### src/rtl/exc_entry_ctrl.sv
module exc_entry_ctrl #(
  parameter int TLB_ENTRIES = 16,
  localparam int RW = (TLB_ENTRIES > 1) ? $clog2(TLB_ENTRIES) : 1
) (
  input  logic        clk,
  input  logic        rst_n,
  input  logic        req,
  input  logic [4:0]  exc_kind,
  input  logic [31:0] cur_pc,
  input  logic        in_delay,
  input  logic        boot_vec,
  input  logic        exl_now,
  input  logic        in_debug,
  input  logic        cause_iv,
  input  logic        refill,
  input  logic [1:0]  cop_num,
  output logic        done,
  output logic        bad_kind,
  output logic [31:0] redirect_pc,
  output logic [31:0] ret_addr,
  output logic        epc_we,
  output logic        err_epc_we,
  output logic        dbg_epc_we,
  output logic        cause_we,
  output logic [4:0]  cause_code,
  output logic        cause_bd,
  output logic        ce_we,
  output logic [1:0]  ce_val,
  output logic        set_exl,
  output logic        set_erl,
  output logic        set_dm,
  output logic        dly_clr,
  output logic        status_ld,
  output logic [31:0] status_val,
  output logic        tlb_rst,
  output logic [RW-1:0] rnd_idx,
  output logic [5:0]  dbg_cause
);
  localparam logic [4:0] K_INT = 5'd0, K_TLBL = 5'd2, K_TLBS = 5'd3, K_CPU = 5'd11;
  localparam logic [4:0] K_RST = 5'd16, K_SRST = 5'd17, K_NMI = 5'd18;
  localparam logic [4:0] K_DSS = 5'd19, K_DINT = 5'd20, K_LAST = 5'd24;
  localparam logic [31:0] BOOT_VEC = 32'hBFC00000, DBG_VEC = 32'hBFC00480;

  logic [4:0]  kind;
  logic        ord, errk, dbgk, known;
  logic [4:0]  code;
  logic [31:0] base, offs, npc, ret;
  logic [31:0] st;
  logic [5:0]  dbits;

  assign kind  = (exc_kind == K_INT && in_debug) ? K_DINT : exc_kind;
  assign ord   = kind < K_RST;
  assign errk  = kind >= K_RST && kind <= K_NMI;
  assign dbgk  = kind >= K_DSS && kind <= K_LAST;
  assign known = ord || errk || dbgk;
  assign ret   = (in_delay && kind != K_DSS) ? cur_pc - 32'd4 : cur_pc;
  assign dbits = dbgk ? 6'(6'd1 << (kind - K_DSS)) : 6'd0;

  always_comb begin
    case (kind)
      5'd4, 5'd5: code = 5'd4;
      5'd14:      code = 5'd23;
      5'd15:      code = 5'd24;
      default:    code = kind;
    endcase
  end

  assign base = boot_vec ? 32'hBFC00200 : 32'h80000000;
  always_comb begin
    offs = 32'h180;
    if (kind == K_INT && cause_iv) offs = 32'h200;
    if ((kind == K_TLBL || kind == K_TLBS) && refill && !exl_now) offs = 32'h0;
  end

  assign npc = ord ? base + offs : (errk ? BOOT_VEC : DBG_VEC);

  always_comb begin
    st = 32'h0;
    st[28] = 1'b1;
    st[22] = 1'b1;
    st[2]  = 1'b1;
    st[20] = kind == K_SRST;
    st[19] = kind == K_NMI;
  end

  always_ff @(posedge clk or negedge rst_n) begin
    if (!rst_n) begin
      done <= 1'b0;       bad_kind <= 1'b0;
      epc_we <= 1'b0;     err_epc_we <= 1'b0;  dbg_epc_we <= 1'b0;
      cause_we <= 1'b0;   ce_we <= 1'b0;
      set_exl <= 1'b0;    set_erl <= 1'b0;     set_dm <= 1'b0;
      dly_clr <= 1'b0;    status_ld <= 1'b0;   tlb_rst <= 1'b0;
      redirect_pc <= 32'h0; ret_addr <= 32'h0;
      cause_code <= 5'd0; cause_bd <= 1'b0;    ce_val <= 2'd0;
      status_val <= 32'h0; rnd_idx <= '0;      dbg_cause <= 6'd0;
    end else begin
      done       <= req && known;
      bad_kind   <= req && !known;
      epc_we     <= req && ord;
      cause_we   <= req && ord;
      set_exl    <= req && ord;
      ce_we      <= req && kind == K_CPU;
      err_epc_we <= req && errk;
      set_erl    <= req && errk;
      status_ld  <= req && errk;
      tlb_rst    <= req && kind == K_RST;
      dbg_epc_we <= req && dbgk;
      set_dm     <= req && dbgk;
      dly_clr    <= req && known;
      dbg_cause  <= req ? dbits : 6'd0;
      if (req && known) begin
        redirect_pc <= npc;
        ret_addr    <= ret;
        cause_code  <= code;
        cause_bd    <= in_delay;
        ce_val      <= cop_num;
        status_val  <= st;
        rnd_idx     <= RW'(TLB_ENTRIES - 1);
      end
    end
  end
endmodule

### config.mk
export PLATFORM = sky130hd
export DESIGN_NAME = exc_entry_ctrl
export DESIGN_NICKNAME = d
export VERILOG_FILES = /design/src/rtl/exc_entry_ctrl.sv
export SDC_FILE = /design/constraint.sdc
export NUM_CORES = 1
export LEC_CHECK = 0
export ABC_AREA = 0
export BUFFER_PORTS_ARGS = -buffer_cell sky130_fd_sc_hd__clkbuf_2
export CAP_MARGIN = 40
export CELL_PAD_IN_SITES_DETAIL_PLACEMENT = 1
export CELL_PAD_IN_SITES_GLOBAL_PLACEMENT = 1
export CORE_UTILIZATION = 30
export CTS_CLUSTER_SIZE = 40
export DETAILED_ROUTE_END_ITERATION = 10
export PLACE_DENSITY_LB_ADDON = 0.05
export SETUP_SLACK_MARGIN = 0.05
export SLEW_MARGIN = 20
export SYNTH_ARGS = -nofsm -noshare
export SYNTH_HDL_FRONTEND = slang
export SYNTH_SLANG_ARGS = --single-unit
### constraint.sdc
create_clock -name clk -period 1.4 [get_ports clk]
set_input_delay 0.07 -clock clk [delete_from_list [all_inputs] [get_ports clk]]
set_output_delay 0.07 -clock clk [all_outputs]
set_load 0.005 [all_outputs]
==> impl_metrics.py, run 1 <==
metrics = {
    "sta": {
        "setup_viol": 0,
        "rsz0062_at_grt": "yes",
        "finClkSkew_ns": 0,
        "drv_slew": 0,
        "tns_ns": 0,
        "hold_slack_ns": 0.0268,
        "hold_violations": 0,
        "period_minus_slack_ns": 1.30,
        "min_period_over_period_pct": 92.5,
        "max_freq_ghz": 0.772,
    },
    "synth": {
        "synth.distinct_cells": 52,
        "yosysTopAreaCellShare_pct": 41.4,
        "synth-edff-count": 0,
        "yosys_warnings": 0,
        "yosysTopAreaCell": "dfrtp_1",
        "synth.avg_cell_area_um2": 8.96,
        "ys.flop_type": "dfrtp_1",
        "seq_area_frac_synth_pct": 41.4,
        "synth_area_um2": 3690,
        "synthCells": 412,
        "ys_seq_elements": 61,
        "synth_area_leaders": "dfrtp_1 41%, buf_4 14%, nand2_1 6.4%",
        "async_flop_share_pct": 100,
    },
    "setup_path": {
        "crit_path_max_incr_delay_ns": 0.54,
        "path_cells": "clkbuf_2 > or4_4 > or3_4 > nor4_4 > xnor2_1 > o21ai_2",
        "rr_startpoint": "redirect_pc[8]",
        "ff2ff_setup_slack_ns": 0.64,
        "endpoint_kind": "flop",
        "cpLargestDelayFamily": "simple AND/OR/NAND/NOR gates",
        "cpMaxStageDelayCell": "or4_4",
        "critPathMaxFanout": 2,
        "worstRegToRegCells": 1,
        "critPathKind": "input pin to flop",
        "arrival_ns": 1.51,
        "crit_required_ns": 1.62,
        "critical_path_cell_count": 6,
        "r2r_end": "redirect_pc[8]",
        "startpoint_type": "input pin",
        "cp.buffers_inverters": 1,
    },
    "drt": {
        "vias": 3463,
        "routed_via_density": 4.63,
        "wl_met1_um": 4930,
        "drt_first_pass_iters": 4,
        "ant_nets": 0,
        "drt-wirelength-per-cell_um": 14.5,
        "wl_met2_um": 5160,
        "wl_met3_um": 571,
        "wirelength_um": 10800,
        "drcViolationCount": 0,
        "drt_iter0_markers": 92,
        "highest_layer": "met4",
    },
    "floorplanning": {
        "start_util_pct": 30.7,
        "rows": 40,
        "die_y_um": 113,
        "coreArea_um2": 12000,
        "die-area_um2": 12800,
        "die_w_um": 113,
        "ios": 175,
    },
    "clock_network": {
        "cts-root-buf": "clkbuf_16",
        "cts.sinks": 61,
        "path_clk_slew_ns": 0.05,
        "cts_buffers": 9,
        "cts_buffer_depth": 2,
        "cts_tree": "built",
        "htree_levels": 3,
        "worst_skew_pair.late_latency_ns": 0.33,
    },
    "min_path": {
        "worstHoldPathCells": 3,
        "hold_path.startpoint": "cur_pc[31]",
        "hold_path.class": "input pin to flop",
        "holdPathEnd": "ret_addr[31]",
    },
    "power_and_ir_drop": {
        "internal-power_mw": 4.10,
        "total_power_mw": 5.58,
        "power_density_nw_per_um2": 1040,
        "p_seq_share_pct": 36.5,
        "leakagePower_nw": 2.61,
        "ir_worst_vdd_v": 0.000507,
        "p_clk_share_pct": 44.6,
        "p_comb_share_pct": 18.9,
        "switching_power_mw": 1.48,
        "swShare_pct": 26.5,
    },
    "grt": {
        "grt_max_degree": 62,
        "grt_pass1_wl_um": 17900,
        "grt_pass1_vias": 3576,
        "grt-ovfl-total": 0,
        "antenna_found_initial": 0,
        "grt_use_total_pct": 17.9,
    },
    "layout": {
        "synthToLayoutAreaGrowth_pct": 45.1,
        "final_common_cell": "clkbuf_2",
        "final_cell_mix": "128 x clkbuf_2, 69 x buf_4, 63 x nand2_1",
        "nets": 651,
        "diodes": 0,
        "drive_gt1_share_pct": 43.4,
    },
    "status": {
        "status": "finished, final reports clean",
    },
    "place": {
        "place_congestion": 0.803,
        "port_buffers": 128,
        "dp_hpwl_um": 8250,
    },
    "job": {
        "maxCapViolations": 0,
    },
}
==> metal layers <==
metal	vias up	track usage (%)
met4	0	7.54
met3	12	3.37
met2	123	30.2
met1	1663	22.6
met5	-	0
li1	1665	-
==> power groups by stage <==
stage | registers, mW | clock network, mW | logic, mW
2_1_floorplan | 2.07 | 0 | 0.552
3_3_place_gp | 2.06 | 0 | 1.04
3_5_place_dp | 2.07 | 0 | 1.05
4_1_cts | 2.04 | 2.56 | 1.07
5_1_grt | 2.06 | 2.62 | 1.19
6_report | 2.04 | 2.49 | 1.06
==> worst max path at each step <==
stage / endpoint / from / slack, ns
4_1_cts: ret_addr[29] / cur_pc[22] / 0.07
3_5_place_dp: ret_addr[29] / cur_pc[22] / -0.25
3_3_place_gp: redirect_pc[9] / exc_kind[0] / -0.25
2_1_floorplan: ret_addr[31] / cur_pc[26] / -0.10
5_1_grt: ret_addr[16] / cur_pc[10] / 0.03
6_report: ret_addr[31] / cur_pc[26] / 0.10
==> stage by stage <==
step,instances,area [um2],util (%),worst slack (ns)
after global routing,748,5360,44.6,0.0333
after global placement,726,4920,40.9,-0.249
after detailed placement,726,4920,40.9,-0.249
after floorplan,457,4070,-,-0.102
after CTS,748,5300,44.1,0.0732
final,748,5360,44.6,0.105
==> cell type report <==
type | count | area [um2]
clock buffers | 12 | 256
inverters | 10 | 50.0
flip-flops and latches | 61 | 1530
clock inverters | 4 | 70.1
repair buffers | 209 | 1340
well taps | 147 | 184
multi-input cells | 305 | 1930
fillers | 1434 | 6660
==> kinds of logic after synthesis <==
group | share of synthesized area (%)
mux | 0.610
compound gates | 10.4
xor+xnor | 6.64
fa+ha+maj | 2.37
simple gates | 22.4
flops | 41.4
buf+inv | 16.1
other cells | 0.102
==> synthesized netlist by cell type, types with 2 or more instances <==
cell	n
a21oi_1	8
a31oi_1	5
and2_1	2
and3_1	2
buf_2	2
buf_4	67
clkbuf_1	12
dfrtp_1	61
ha_1	7
inv_1	10
mux2_2	2
nand2_1	63
nand2b_1	5
nand3_1	6
nand4_1	3
nand4_2	2
nor2_1	24
nor3_1	10
nor4_1	11
nor4_2	2
nor4b_1	2
o21ai_0	35
o21ai_1	5
o22a_1	3
o31ai_1	2
or3_1	8
or4_1	2
xnor2_1	26
xor2_1	2
==> registers in the layout (all words and copies together) (netlist names) <==
name	count
cause_code	5
dly_clr	1
redirect_pc	5
dbg_cause	6
tlb_rst	1
ce_we	1
cause_bd	1
set_dm	1
ret_addr	32
status_val	3
ce_val	2
bad_kind	1
status_ld	1
set_exl	1
==> repair_timing <==
| item | 4_1_cts | 5_1_grt |
|---|---|---|
| hold endpoints to repair | 66 | 0 |
| gates resized for setup | 0 | 9 |
| hold buffers | 6 | 0 |
| buffers inserted | 0 | 0 |
| setup endpoints to repair | 0 | 6 |
Note: power is estimated with default switching activity, not from simulation.
==> inputs of run 2 (changes only) <==
--- a/config.mk
+++ b/config.mk
@@ -9,3 +9,3 @@
 export BUFFER_PORTS_ARGS = -buffer_cell sky130_fd_sc_hd__clkbuf_2
-export CAP_MARGIN = 40
+export CAP_MARGIN = 20
 export CELL_PAD_IN_SITES_DETAIL_PLACEMENT = 1
==> constraint.sdc (replaced) <==
create_clock -name clk -period 1.5 [get_ports clk]
set_input_delay 0.3 -clock clk [delete_from_list [all_inputs] [get_ports clk]]
set_output_delay 0.3 -clock clk [all_outputs]
set_load 0.005 [all_outputs]
==> run 2 against run 1 <==
  * The run now ends with negative setup slack left
  * Total power shrank 12%
  * Design area grew 8.7%
  * Clock power shrank 22%
  * Count of clock-buffer cells in the layout is the same
  * Worst hold slack gained 0.15 ns
  * Critical path depth is the same
  * Critical path type unchanged
  * Largest power group unchanged
==> impl_metrics.py, run 2 (synthesized netlist as in run 1, its figures left out) <==
metrics = {
    "status": {
        "status": "finished with violations",
        "violations": "negative setup slack",
    },
    "floorplanning": {
        "die-area_um2": 12800,
        "die_w_um": 113,
        "start_util_pct": 30.7,
        "rows": 40,
        "die_y_um": 113,
        "ios": 175,
        "coreArea_um2": 12000,
    },
    "grt": {
        "antenna_found_initial": 0,
        "grt_max_degree": 62,
        "grt_pass1_vias": 3571,
        "grt_pass1_wl_um": 18100,
        "grt-ovfl-total": 0,
        "grt_use_total_pct": 18.3,
    },
    "power_and_ir_drop": {
        "power_density_nw_per_um2": 847,
        "ir_worst_vdd_v": 0.000493,
        "leakagePower_nw": 2.87,
    },
    "min_path": {
        "hold_path.class": "input pin to flop",
        "holdPathEnd": "ret_addr[1]",
        "hold_path.startpoint": "cur_pc[1]",
        "worstHoldPathCells": 3,
    },
    "drt": {
        "vias": 3553,
        "drt-wirelength-per-cell_um": 15.0,
        "ant_nets": 0,
        "drcViolationCount": 0,
        "wirelength_um": 11600,
        "routed_via_density": 4.61,
        "drt_first_pass_iters": 4,
        "drt_iter0_markers": 84,
    },
    "layout": {
        "post-route-util_pct": 48.5,
        "ff_latch_area_um2": 1530,
        "final_common_cell": "clkbuf_2",
        "final_cell_mix": "119 x clkbuf_2, 88 x buf_4, 63 x nand2_1",
        "stdcell_count": 770,
        "finalInstanceArea_um2": 5820,
        "nets": 673,
        "largest_reg_flops": 32,
        "diodes": 0,
        "regMostFlops": "ret_addr",
        "synthToLayoutAreaGrowth_pct": 57.8,
        "multi_input_area_um2": 2210,
        "drive_gt1_share_pct": 49.3,
        "reg.largest.list": "ret_addr (32), dbg_cause (6)",
        "n_fill_cell": 1412,
    },
    "clock_network": {
        "cts-root-buf": "clkbuf_16",
        "cts_buffer_depth": 2,
        "worst_skew_pair.late_latency_ns": 0.33,
        "cts_tree": "built",
        "path_clk_slew_ns": 0.05,
        "cts_buffers": 9,
        "htree_levels": 3,
        "cts.sinks": 61,
    },
    "setup_path": {
        "r2r_end": "redirect_pc[8]",
        "ff2ff_setup_slack_ns": 0.73,
        "critPathMaxFanout": 2,
        "path_cells": "buf_6 > or4_4 > or3_4 > nor4_2 > xnor2_1 > o21ai_1",
        "startpoint_type": "input pin",
        "critPathKind": "input pin to flop",
        "worstRegToRegCells": 1,
        "rr_startpoint": "redirect_pc[8]",
        "crit_path_max_incr_delay_ns": 0.54,
        "endpoint_kind": "flop",
        "cpMaxStageDelayCell": "or4_4",
        "crit_required_ns": 1.71,
        "arrival_ns": 1.76,
    },
    "sta": {
        "drv_slew": 0,
        "period_minus_slack_ns": 1.54,
        "fin_ws_ns": -0.0411,
        "tns_ns": -0.0801,
        "finClkSkew_ns": 0,
        "rsz0062_at_grt": "yes",
        "min_period_over_period_pct": 103,
        "setup_viol": 2,
        "hold_violations": 0,
        "max_freq_ghz": 0.649,
    },
    "place": {
        "dp.cells": 740,
        "dp_hpwl_um": 8320,
        "dpl_cell_area_um2": 5070,
        "port_buffers": 128,
        "place_congestion": 0.813,
    },
    "job": {
        "maxCapViolations": 0,
    },
}
run 2: per-layer routing:
metal	vias up	global-route usage [%]	wire length [um]
met4	0	7.63	196
li1	1714	-	-
met2	126	30.5	5640
met5	-	0	0
met1	1701	23.4	5180
met3	12	3.11	567
run 2: area by class of cell:
| cell class | instances | area share, % |
|---|---|---|
| timing repair buffer | 230 | 26.9 |
| clock buffer | 12 | 4.40 |
| tap | 147 | 3.16 |
| multi-input combinational | 306 | 38.0 |
| sequential | 61 | 26.2 |
| inverter | 10 | 0.902 |
| clock inverter | 4 | 0.387 |
run 2: what timing repair did:
item	in CTS	in global routing
pin swaps	4	26
cloned	0	2
hold endpoints to repair	32	0
buffers inserted	1	10
resized for setup	13	60
endpoints found under the setup margin	13	29
hold buffers	1	0
run 2: how the worst max path moves through the flow:
stage	startpoint	slack [ns]	to
2_1_floorplan	cur_pc[26]	-0.23	ret_addr[31]
3_3_place_gp	exc_kind[0]	-0.35	redirect_pc[9]
3_5_place_dp	exc_kind[0]	-0.38	redirect_pc[9]
4_1_cts	cur_pc[26]	-0.03	ret_addr[31]
5_1_grt	cur_pc[26]	-0.12	ret_addr[30]
6_report	cur_pc[26]	-0.04	ret_addr[30]
run 2: worst max-delay path, delay by kind of cell:
kind	cells	cell delay (ns)
AND/OR/NAND/NOR	3	1.12
XOR/XNOR	1	0.17
buffers and inverters	1	0.09
AO/OA/AOI/OAI	1	0.08
run 2: where the power goes:
group	switching, mW	total, mW	internal (mW)
clock	0.742	1.94	1.20
combinational	0.557	1.09	0.534
sequential	0.0953	1.90	1.81
total	1.39	4.93	3.54
run 2: stage by stage:
step / hold WS, ns / setup WS, ns / total power, mW
2_1_floorplan: 0.00441 / -0.232 / 2.48
3_3_place_gp: 0.342 / -0.352 / 2.91
3_5_place_dp: 0.347 / -0.383 / 2.94
4_1_cts: 0.162 / -0.0291 / 4.95
5_1_grt: 0.177 / -0.118 / 5.22
6_report: 0.175 / -0.0411 / 4.93
